### src/rtl/smi_pkg.sv
package smi_pkg;

  typedef enum logic [2:0] {
    S_HUNT,
    S_START,
    S_OPC,
    S_DEV,
    S_REG,
    S_TURN,
    S_DATA
  } smi_state_e;

endpackage

### src/rtl/smi_byte_ram.sv
module smi_byte_ram #(
  parameter int ADDR_W = 8,
  parameter int BYTE_W = 8
) (
  input  logic              clk,
  input  logic              rd_en,
  input  logic              wr_en,
  input  logic [ADDR_W-1:0] addr,
  input  logic [BYTE_W-1:0] wdata,
  output logic [BYTE_W-1:0] rdata
);

  localparam int DEPTH = 1 << ADDR_W;

  logic [BYTE_W-1:0] mem [DEPTH];

  // single port, registered read: maps onto one block RAM port
  always_ff @(posedge clk) begin
    if (wr_en) mem[addr] <= wdata;
    if (rd_en) rdata <= mem[addr];
  end

endmodule

### src/rtl/smi_frame_ctl.sv
module smi_frame_ctl
  import smi_pkg::*;
#(
  parameter int PRE_LEN = 32,
  parameter int DEV_W   = 5,
  parameter int REG_W   = 5,
  parameter int ADDR_W  = 8,
  parameter int WORD_W  = 16,
  parameter int BYTE_W  = 8
) (
  input  logic              clk,
  input  logic              rst,
  input  logic              mdio_in,
  output logic              rd_en,
  output logic              wr_en,
  output logic [ADDR_W-1:0] addr,
  output logic [BYTE_W-1:0] wdata,
  output logic              ta_drive,
  output logic              tx_load
);

  localparam int HI_W  = ADDR_W - REG_W;
  localparam int CMAX  = (PRE_LEN > WORD_W) ? PRE_LEN : WORD_W;
  localparam int CNT_W = $clog2(CMAX + 1);

  smi_state_e        state;
  logic [CNT_W-1:0]  cnt;
  logic              opc_hi;
  logic              is_rd;
  logic [DEV_W-1:0]  dev_sh;
  logic [REG_W-1:0]  reg_sh;
  logic [ADDR_W-1:0] addr_q;
  logic [WORD_W-1:0] data_sh;
  logic [ADDR_W-1:0] addr_now;

  assign addr_now = {dev_sh[HI_W-1:0], reg_sh[REG_W-2:0], mdio_in};

  wire last_reg  = (state == S_REG)  && (cnt == CNT_W'(REG_W - 1));
  wire last_data = (state == S_DATA) && (cnt == CNT_W'(WORD_W - 1));

  assign rd_en    = last_reg && is_rd;
  assign wr_en    = last_data && !is_rd;
  assign addr     = (state == S_REG) ? addr_now : addr_q;
  assign wdata    = {data_sh[BYTE_W-2:0], mdio_in};
  assign ta_drive = (state == S_TURN) && (cnt == '0) && is_rd;
  assign tx_load  = (state == S_TURN) && (cnt == CNT_W'(1)) && is_rd;

  always_ff @(posedge clk) begin
    if (rst) begin
      state   <= S_HUNT;
      cnt     <= '0;
      opc_hi  <= 1'b0;
      is_rd   <= 1'b0;
      dev_sh  <= '0;
      reg_sh  <= '0;
      addr_q  <= '0;
      data_sh <= '0;
    end else begin
      case (state)
        S_HUNT: begin
          if (mdio_in) begin
            if (cnt != CNT_W'(PRE_LEN)) cnt <= cnt + 1'b1;
          end else if (cnt == CNT_W'(PRE_LEN)) begin
            state <= S_START;
            cnt   <= '0;
          end else begin
            cnt <= '0;
          end
        end
        S_START: begin
          cnt   <= '0;
          state <= mdio_in ? S_OPC : S_HUNT;
        end
        S_OPC: begin
          opc_hi <= mdio_in;
          if (cnt == '0) begin
            cnt <= CNT_W'(1);
          end else begin
            cnt   <= '0;
            state <= (!opc_hi && !mdio_in) ? S_DEV : S_HUNT;
          end
        end
        S_DEV: begin
          dev_sh <= {dev_sh[DEV_W-2:0], mdio_in};
          if (cnt == CNT_W'(DEV_W - 1)) begin
            is_rd <= dev_sh[DEV_W-2];
            cnt   <= '0;
            state <= S_REG;
          end else begin
            cnt <= cnt + 1'b1;
          end
        end
        S_REG: begin
          reg_sh <= {reg_sh[REG_W-2:0], mdio_in};
          if (last_reg) begin
            addr_q <= addr_now;
            cnt    <= '0;
            state  <= S_TURN;
          end else begin
            cnt <= cnt + 1'b1;
          end
        end
        S_TURN: begin
          if (cnt == CNT_W'(1)) begin
            cnt   <= '0;
            state <= S_DATA;
          end else begin
            cnt <= cnt + 1'b1;
          end
        end
        S_DATA: begin
          data_sh <= {data_sh[WORD_W-2:0], mdio_in};
          if (last_data) begin
            cnt   <= '0;
            state <= S_HUNT;
          end else begin
            cnt <= cnt + 1'b1;
          end
        end
        default: begin
          cnt   <= '0;
          state <= S_HUNT;
        end
      endcase
    end
  end

endmodule

### src/rtl/smi_tx_shift.sv
module smi_tx_shift #(
  parameter int WORD_W = 16,
  parameter int BYTE_W = 8
) (
  input  logic              clk,
  input  logic              rst,
  input  logic              ta_drive,
  input  logic              load,
  input  logic [BYTE_W-1:0] byte_in,
  output logic              mdio_out,
  output logic              mdio_oe
);

  localparam int LEFT_W = $clog2(WORD_W);

  logic [WORD_W-1:0] word;
  logic [WORD_W-1:0] sh;
  logic [LEFT_W-1:0] left;

  assign word = {{(WORD_W - BYTE_W){1'b0}}, byte_in};

  always_ff @(posedge clk) begin
    if (rst) begin
      mdio_oe  <= 1'b0;
      mdio_out <= 1'b0;
      sh       <= '0;
      left     <= '0;
    end else if (load) begin
      mdio_oe  <= 1'b1;
      mdio_out <= word[WORD_W-1];
      sh       <= {word[WORD_W-2:0], 1'b0};
      left     <= LEFT_W'(WORD_W - 1);
    end else if (ta_drive) begin
      mdio_oe  <= 1'b1;
      mdio_out <= 1'b0;
      left     <= '0;
    end else if (left != '0) begin
      mdio_out <= sh[WORD_W-1];
      sh       <= {sh[WORD_W-2:0], 1'b0};
      left     <= left - 1'b1;
    end else begin
      mdio_oe  <= 1'b0;
      mdio_out <= 1'b0;
    end
  end

endmodule

### src/rtl/smi_mgmt_slave.sv
module smi_mgmt_slave #(
  parameter int PRE_LEN = 32,
  parameter int DEV_W   = 5,
  parameter int REG_W   = 5,
  parameter int ADDR_W  = 8,
  parameter int WORD_W  = 16,
  parameter int BYTE_W  = 8
) (
  input  logic mdc,
  input  logic rst,
  input  logic mdio_in,
  output logic mdio_out,
  output logic mdio_oe
);

  logic              rd_en;
  logic              wr_en;
  logic [ADDR_W-1:0] addr;
  logic [BYTE_W-1:0] wdata;
  logic [BYTE_W-1:0] rdata;
  logic              ta_drive;
  logic              tx_load;

  smi_frame_ctl #(
    .PRE_LEN(PRE_LEN), .DEV_W(DEV_W), .REG_W(REG_W),
    .ADDR_W(ADDR_W), .WORD_W(WORD_W), .BYTE_W(BYTE_W)
  ) i_ctl (
    .clk(mdc), .rst(rst), .mdio_in(mdio_in),
    .rd_en(rd_en), .wr_en(wr_en), .addr(addr), .wdata(wdata),
    .ta_drive(ta_drive), .tx_load(tx_load)
  );

  smi_byte_ram #(.ADDR_W(ADDR_W), .BYTE_W(BYTE_W)) i_ram (
    .clk(mdc), .rd_en(rd_en), .wr_en(wr_en), .addr(addr),
    .wdata(wdata), .rdata(rdata)
  );

  smi_tx_shift #(.WORD_W(WORD_W), .BYTE_W(BYTE_W)) i_tx (
    .clk(mdc), .rst(rst), .ta_drive(ta_drive), .load(tx_load),
    .byte_in(rdata), .mdio_out(mdio_out), .mdio_oe(mdio_oe)
  );

endmodule

### config.mk
export PLATFORM = sky130hd
export DESIGN_NAME = smi_mgmt_slave
export DESIGN_NICKNAME = d
export VERILOG_FILES = /design/src/rtl/smi_pkg.sv /design/src/rtl/smi_byte_ram.sv /design/src/rtl/smi_frame_ctl.sv /design/src/rtl/smi_tx_shift.sv /design/src/rtl/smi_mgmt_slave.sv
export SDC_FILE = /design/constraint.sdc
export NUM_CORES = 2
export LEC_CHECK = 0
export ABC_AREA = 1
export BUFFER_PORTS_ARGS = -buffer_cell sky130_fd_sc_hd__buf_4
export CAP_MARGIN = 10
export CORE_MARGIN = 8
export CORE_UTILIZATION = 50
export CTS_CLUSTER_DIAMETER = 150
export DETAILED_ROUTE_END_ITERATION = 8
export GPL_ROUTABILITY_DRIVEN = 0
export HOLD_SLACK_MARGIN = 0.06
export PLACE_DENSITY = 0.65
export SYNTH_ARGS = -nofsm -noshare
export SYNTH_HDL_FRONTEND = slang
export SYNTH_SLANG_ARGS = --single-unit
### constraint.sdc
create_clock -name mdc -period 8.6 [get_ports mdc]
set_clock_uncertainty 0.1 [all_clocks]
set_input_delay 1.72 -clock mdc [delete_from_list [all_inputs] [get_ports mdc]]
set_output_delay 1.72 -clock mdc [all_outputs]
set_load 0.05 [all_outputs]
==> metrics.txt <==
Clock Power Share 0.372; clock sink total 2,111; combinational power share 0.163; Hold Violations, Final 0; Critical Path Fanout Max 140; Layout area overhead 9.75%; Hold-fix buffers, CTS 0; DRC 0; # port buffers 4; post-CTS setup buffer count 0; classification of the worst setup path register to register; CP max-delay cell inv_8; Max stage delay on crit path 800 ps; post-synth top area share 0.694; RSZ-0062 raised after global routing no; drt pass-1 iters 6; die height 438 um; Clock Tree Buf Depth 3; post-route worst setup slack 3100 ps; Die Area 192,000 sq um; area occupied by multi-input gates 24,000 sq um; FF+latch count, synth 2,111; Setup-failing EPs final 0; Fmax achieved 182 MHz; overall power 24,100 uW; R2R depth 16; Cell Chain, Critical Path nand2_4, nand2_1, nand2_8, inv_8, buf_12, buf_4, nand2_1, nand2_1, nand2_1, nand2_1, o21ai_0, nand2_1, nor2_1, nor2_1, nor2_1, nand2_1; Initial Util 0.501; clock-pin slew on the worst setup and hold paths 60 ps; final WL 237,000 um; dpl cells 10,728; total CTS buffers 211; worst endpoint required time 9220 ps; Power Dens Cells 247 nW/um^2; CP delay by family, top buffers and inverters; syn nets 8,768; initial antenna violation count 8; minimum clock period 5500 ps; post-DP HPWL 128,000 um; switching power total 6690 uW; post-synth top area cell edfxtp_1; Final ANT Viol Nets 0; status finished, final reports clean; top cells by area, synth edfxtp_1, nand2_1, nand3_1; pins over their slew limit 0; Startpoint Class register; sequential power share 0.464; register area 62,900 sq um; num rows 155; CTS tree done; WP data arrival 6120 ps; CP most frequent cell nand2_1; Root Buffer clkbuf_16; CP bufs+invs 3; Syn Area/Cell 10.2 sq um; first-pass GRT wire length 356,000 um; Worst-Margin Slew 1360 ps; vias per cell 5.42; vias 60,333; count of different cell masters after synthesis 35; Tot GR Track Use 0.241; setup TNS 0 ps; share of cells above drive strength 1 0.0483; WHS Path Cells 2; Clk Latency, worst-skew pair 840 ps; LEAKAGE 0.0360 uW; Finished Core Util 0.550; Hold Crit Class register to register; synth warn 0; VDD IR max 0.219 mV; crit path capture type register; Core ar. 178,000 sq um; Final nets 8,593; Fill cells 15,193; post_cts resized 0; Finished Layout Cells 11,125; DP Worst Slack 2890 ps; largest net degree at the start of global routing 192; part of the cycle the worst path needs 0.640; internal power 17,400 uW; stages on the worst setup path 16; synthesized area 89,000 sq um; post-synthesis sequential area ratio 0.706; num ports 5; Avg WL per Cell 21.3 um; Syn Inst Count 8,761; max-cap violations 0; number of global-route vias before repair 57,522; sw frac 0.277; Die W 438 um; htree depth 4; DRT iter0 DRCs 6,973; grt total ovfl 0; max_slew headroom 0.0897
-- cell families (layout without fill, tap and decap cells) --
logic type | after synthesis | in the layout | share of synthesized area
AND/OR/NAND/NOR | 5903 | 5903 | 0.255
flip-flops | 2111 | 2111 | 0.706
buffers and inverters | 533 | 538 | 0.0257
AO/OA/AOI/OAI | 207 | 207 | 0.0120
adder cells (fa/ha/maj) | 4 | 4 | 0.000563
XOR/XNOR | 3 | 3 | 0.000295
other | 0 | 4 | 0
-- layer usage --
| metal | vias to the layer above | part of all wire | global-route usage |
|---|---|---|---|
| met3 | 436 | 0.085 | 0.0400 |
| li1 | 28367 | - | - |
| met1 | 29013 | 0.42 | 0.336 |
| met5 | - | 0.000030 | 0 |
| met2 | 2515 | 0.46 | 0.387 |
| met4 | 2 | 0.035 | 0.0850 |
-- synthesized netlist by cell type --
cell,instances
nand2_1,5145
edfxtp_1,2056
nor2_1,391
nand3_1,340
buf_2,215
clkbuf_1,209
o21ai_1,90
o21ai_0,71
dfxtp_1,55
inv_1,51
buf_1,48
a21oi_1,31
nor3_1,8
a31oi_1,6
inv_2,5
nor3_2,5
buf_4,4
ha_1,4
a211oi_1,3
nand2_2,3
xor2_1,3
nand2_4,2
nand4_1,2
nor2_2,2
o21ai_2,2
a22oi_1,1
a41oi_1,1
clkbuf_2,1
nand3_2,1
nor2_4,1
nor3b_1,1
nor4_1,1
o22ai_1,1
o311a_1,1
or2_2,1
-- worst paths after layout --
check                 startpoint             end  slack [ps]
setup / recovery  i_ctl.state[2]  i_ram.rdata[7]        3100
hold reg to reg      i_tx.sh[15]     i_tx.sh[15]         360
hold / removal       i_tx.sh[15]     i_tx.sh[15]         360
setup reg to reg  i_ctl.state[2]  i_ram.rdata[7]        3100
-- flip-flops by register name, indices dropped and copies added, names as in the netlist --
name           cells
i_tx.left          4
i_ctl.dev_sh       4
i_ctl.reg_sh       4
i_ctl.opc_hi       1
i_ctl.state        3
i_ram.rdata        8
i_ctl.addr_q       8
i_tx.mdio_oe       1
i_ram.mem       2048
i_tx.sh           15
i_ctl.is_rd        1
i_ctl.cnt          6
i_tx.mdio_out      1
i_ctl.data_sh      7
-- tightest hold or removal path, delay by kind of cell (launching register included) --
family	cells	cell delay, ps
AOI/OAI and AO/OA	1	50
buffers and inverters	1	60
DFF	1	300
-- area by class of cell --
class                      count  area share
sequential                  2111       0.644
clock buffer                 263      0.0567
clock inverter               130      0.0121
multi-input combinational   6117       0.245
tap                         2355      0.0302
inverter                      56     0.00226
antenna                        4    0.000103
timing repair buffer          89     0.00923
-- power groups by stage --
stage               Combinational [uW]  Sequential [uW]  Clock, uW
floorplan                         2880            11400          0
global placement                  3870            11400          0
detailed placement                3900            11400          0
CTS                               3930            11200       9070
global route                      4460            11200       9440
finish                            3940            11200       8980
-- cells in the final DEF (no fill, tap or decap), types with 4 or more instances in the layout --
master      instances
nand2_1          5127
edfxtp_1         2056
nor2_1            386
nand3_1           339
clkbuf_16         214
o21ai_1            90
o21ai_0            71
buf_4              70
clkinv_1           63
inv_1              51
clkbuf_1           49
dfxtp_1            48
a21oi_1            31
clkinv_2           31
nand2_2            18
buf_12             18
bufinv_16          17
nor3_1              8
dfxtp_4             7
nor2_4              6
a31oi_1             6
nor3_2              5
inv_6               5
diode_2             4
ha_1                4
clkinv_8            4
clkinvlp_4          4
-- stage by stage --
stage	cell area (sq um)	hold slack [ps]
finish	97600	358
global route	97600	393
CTS	97600	358
detailed placement	90900	349
global placement	90900	339
floorplan	89000	322
No activity file was read; power rests on OpenSTA's default activity.
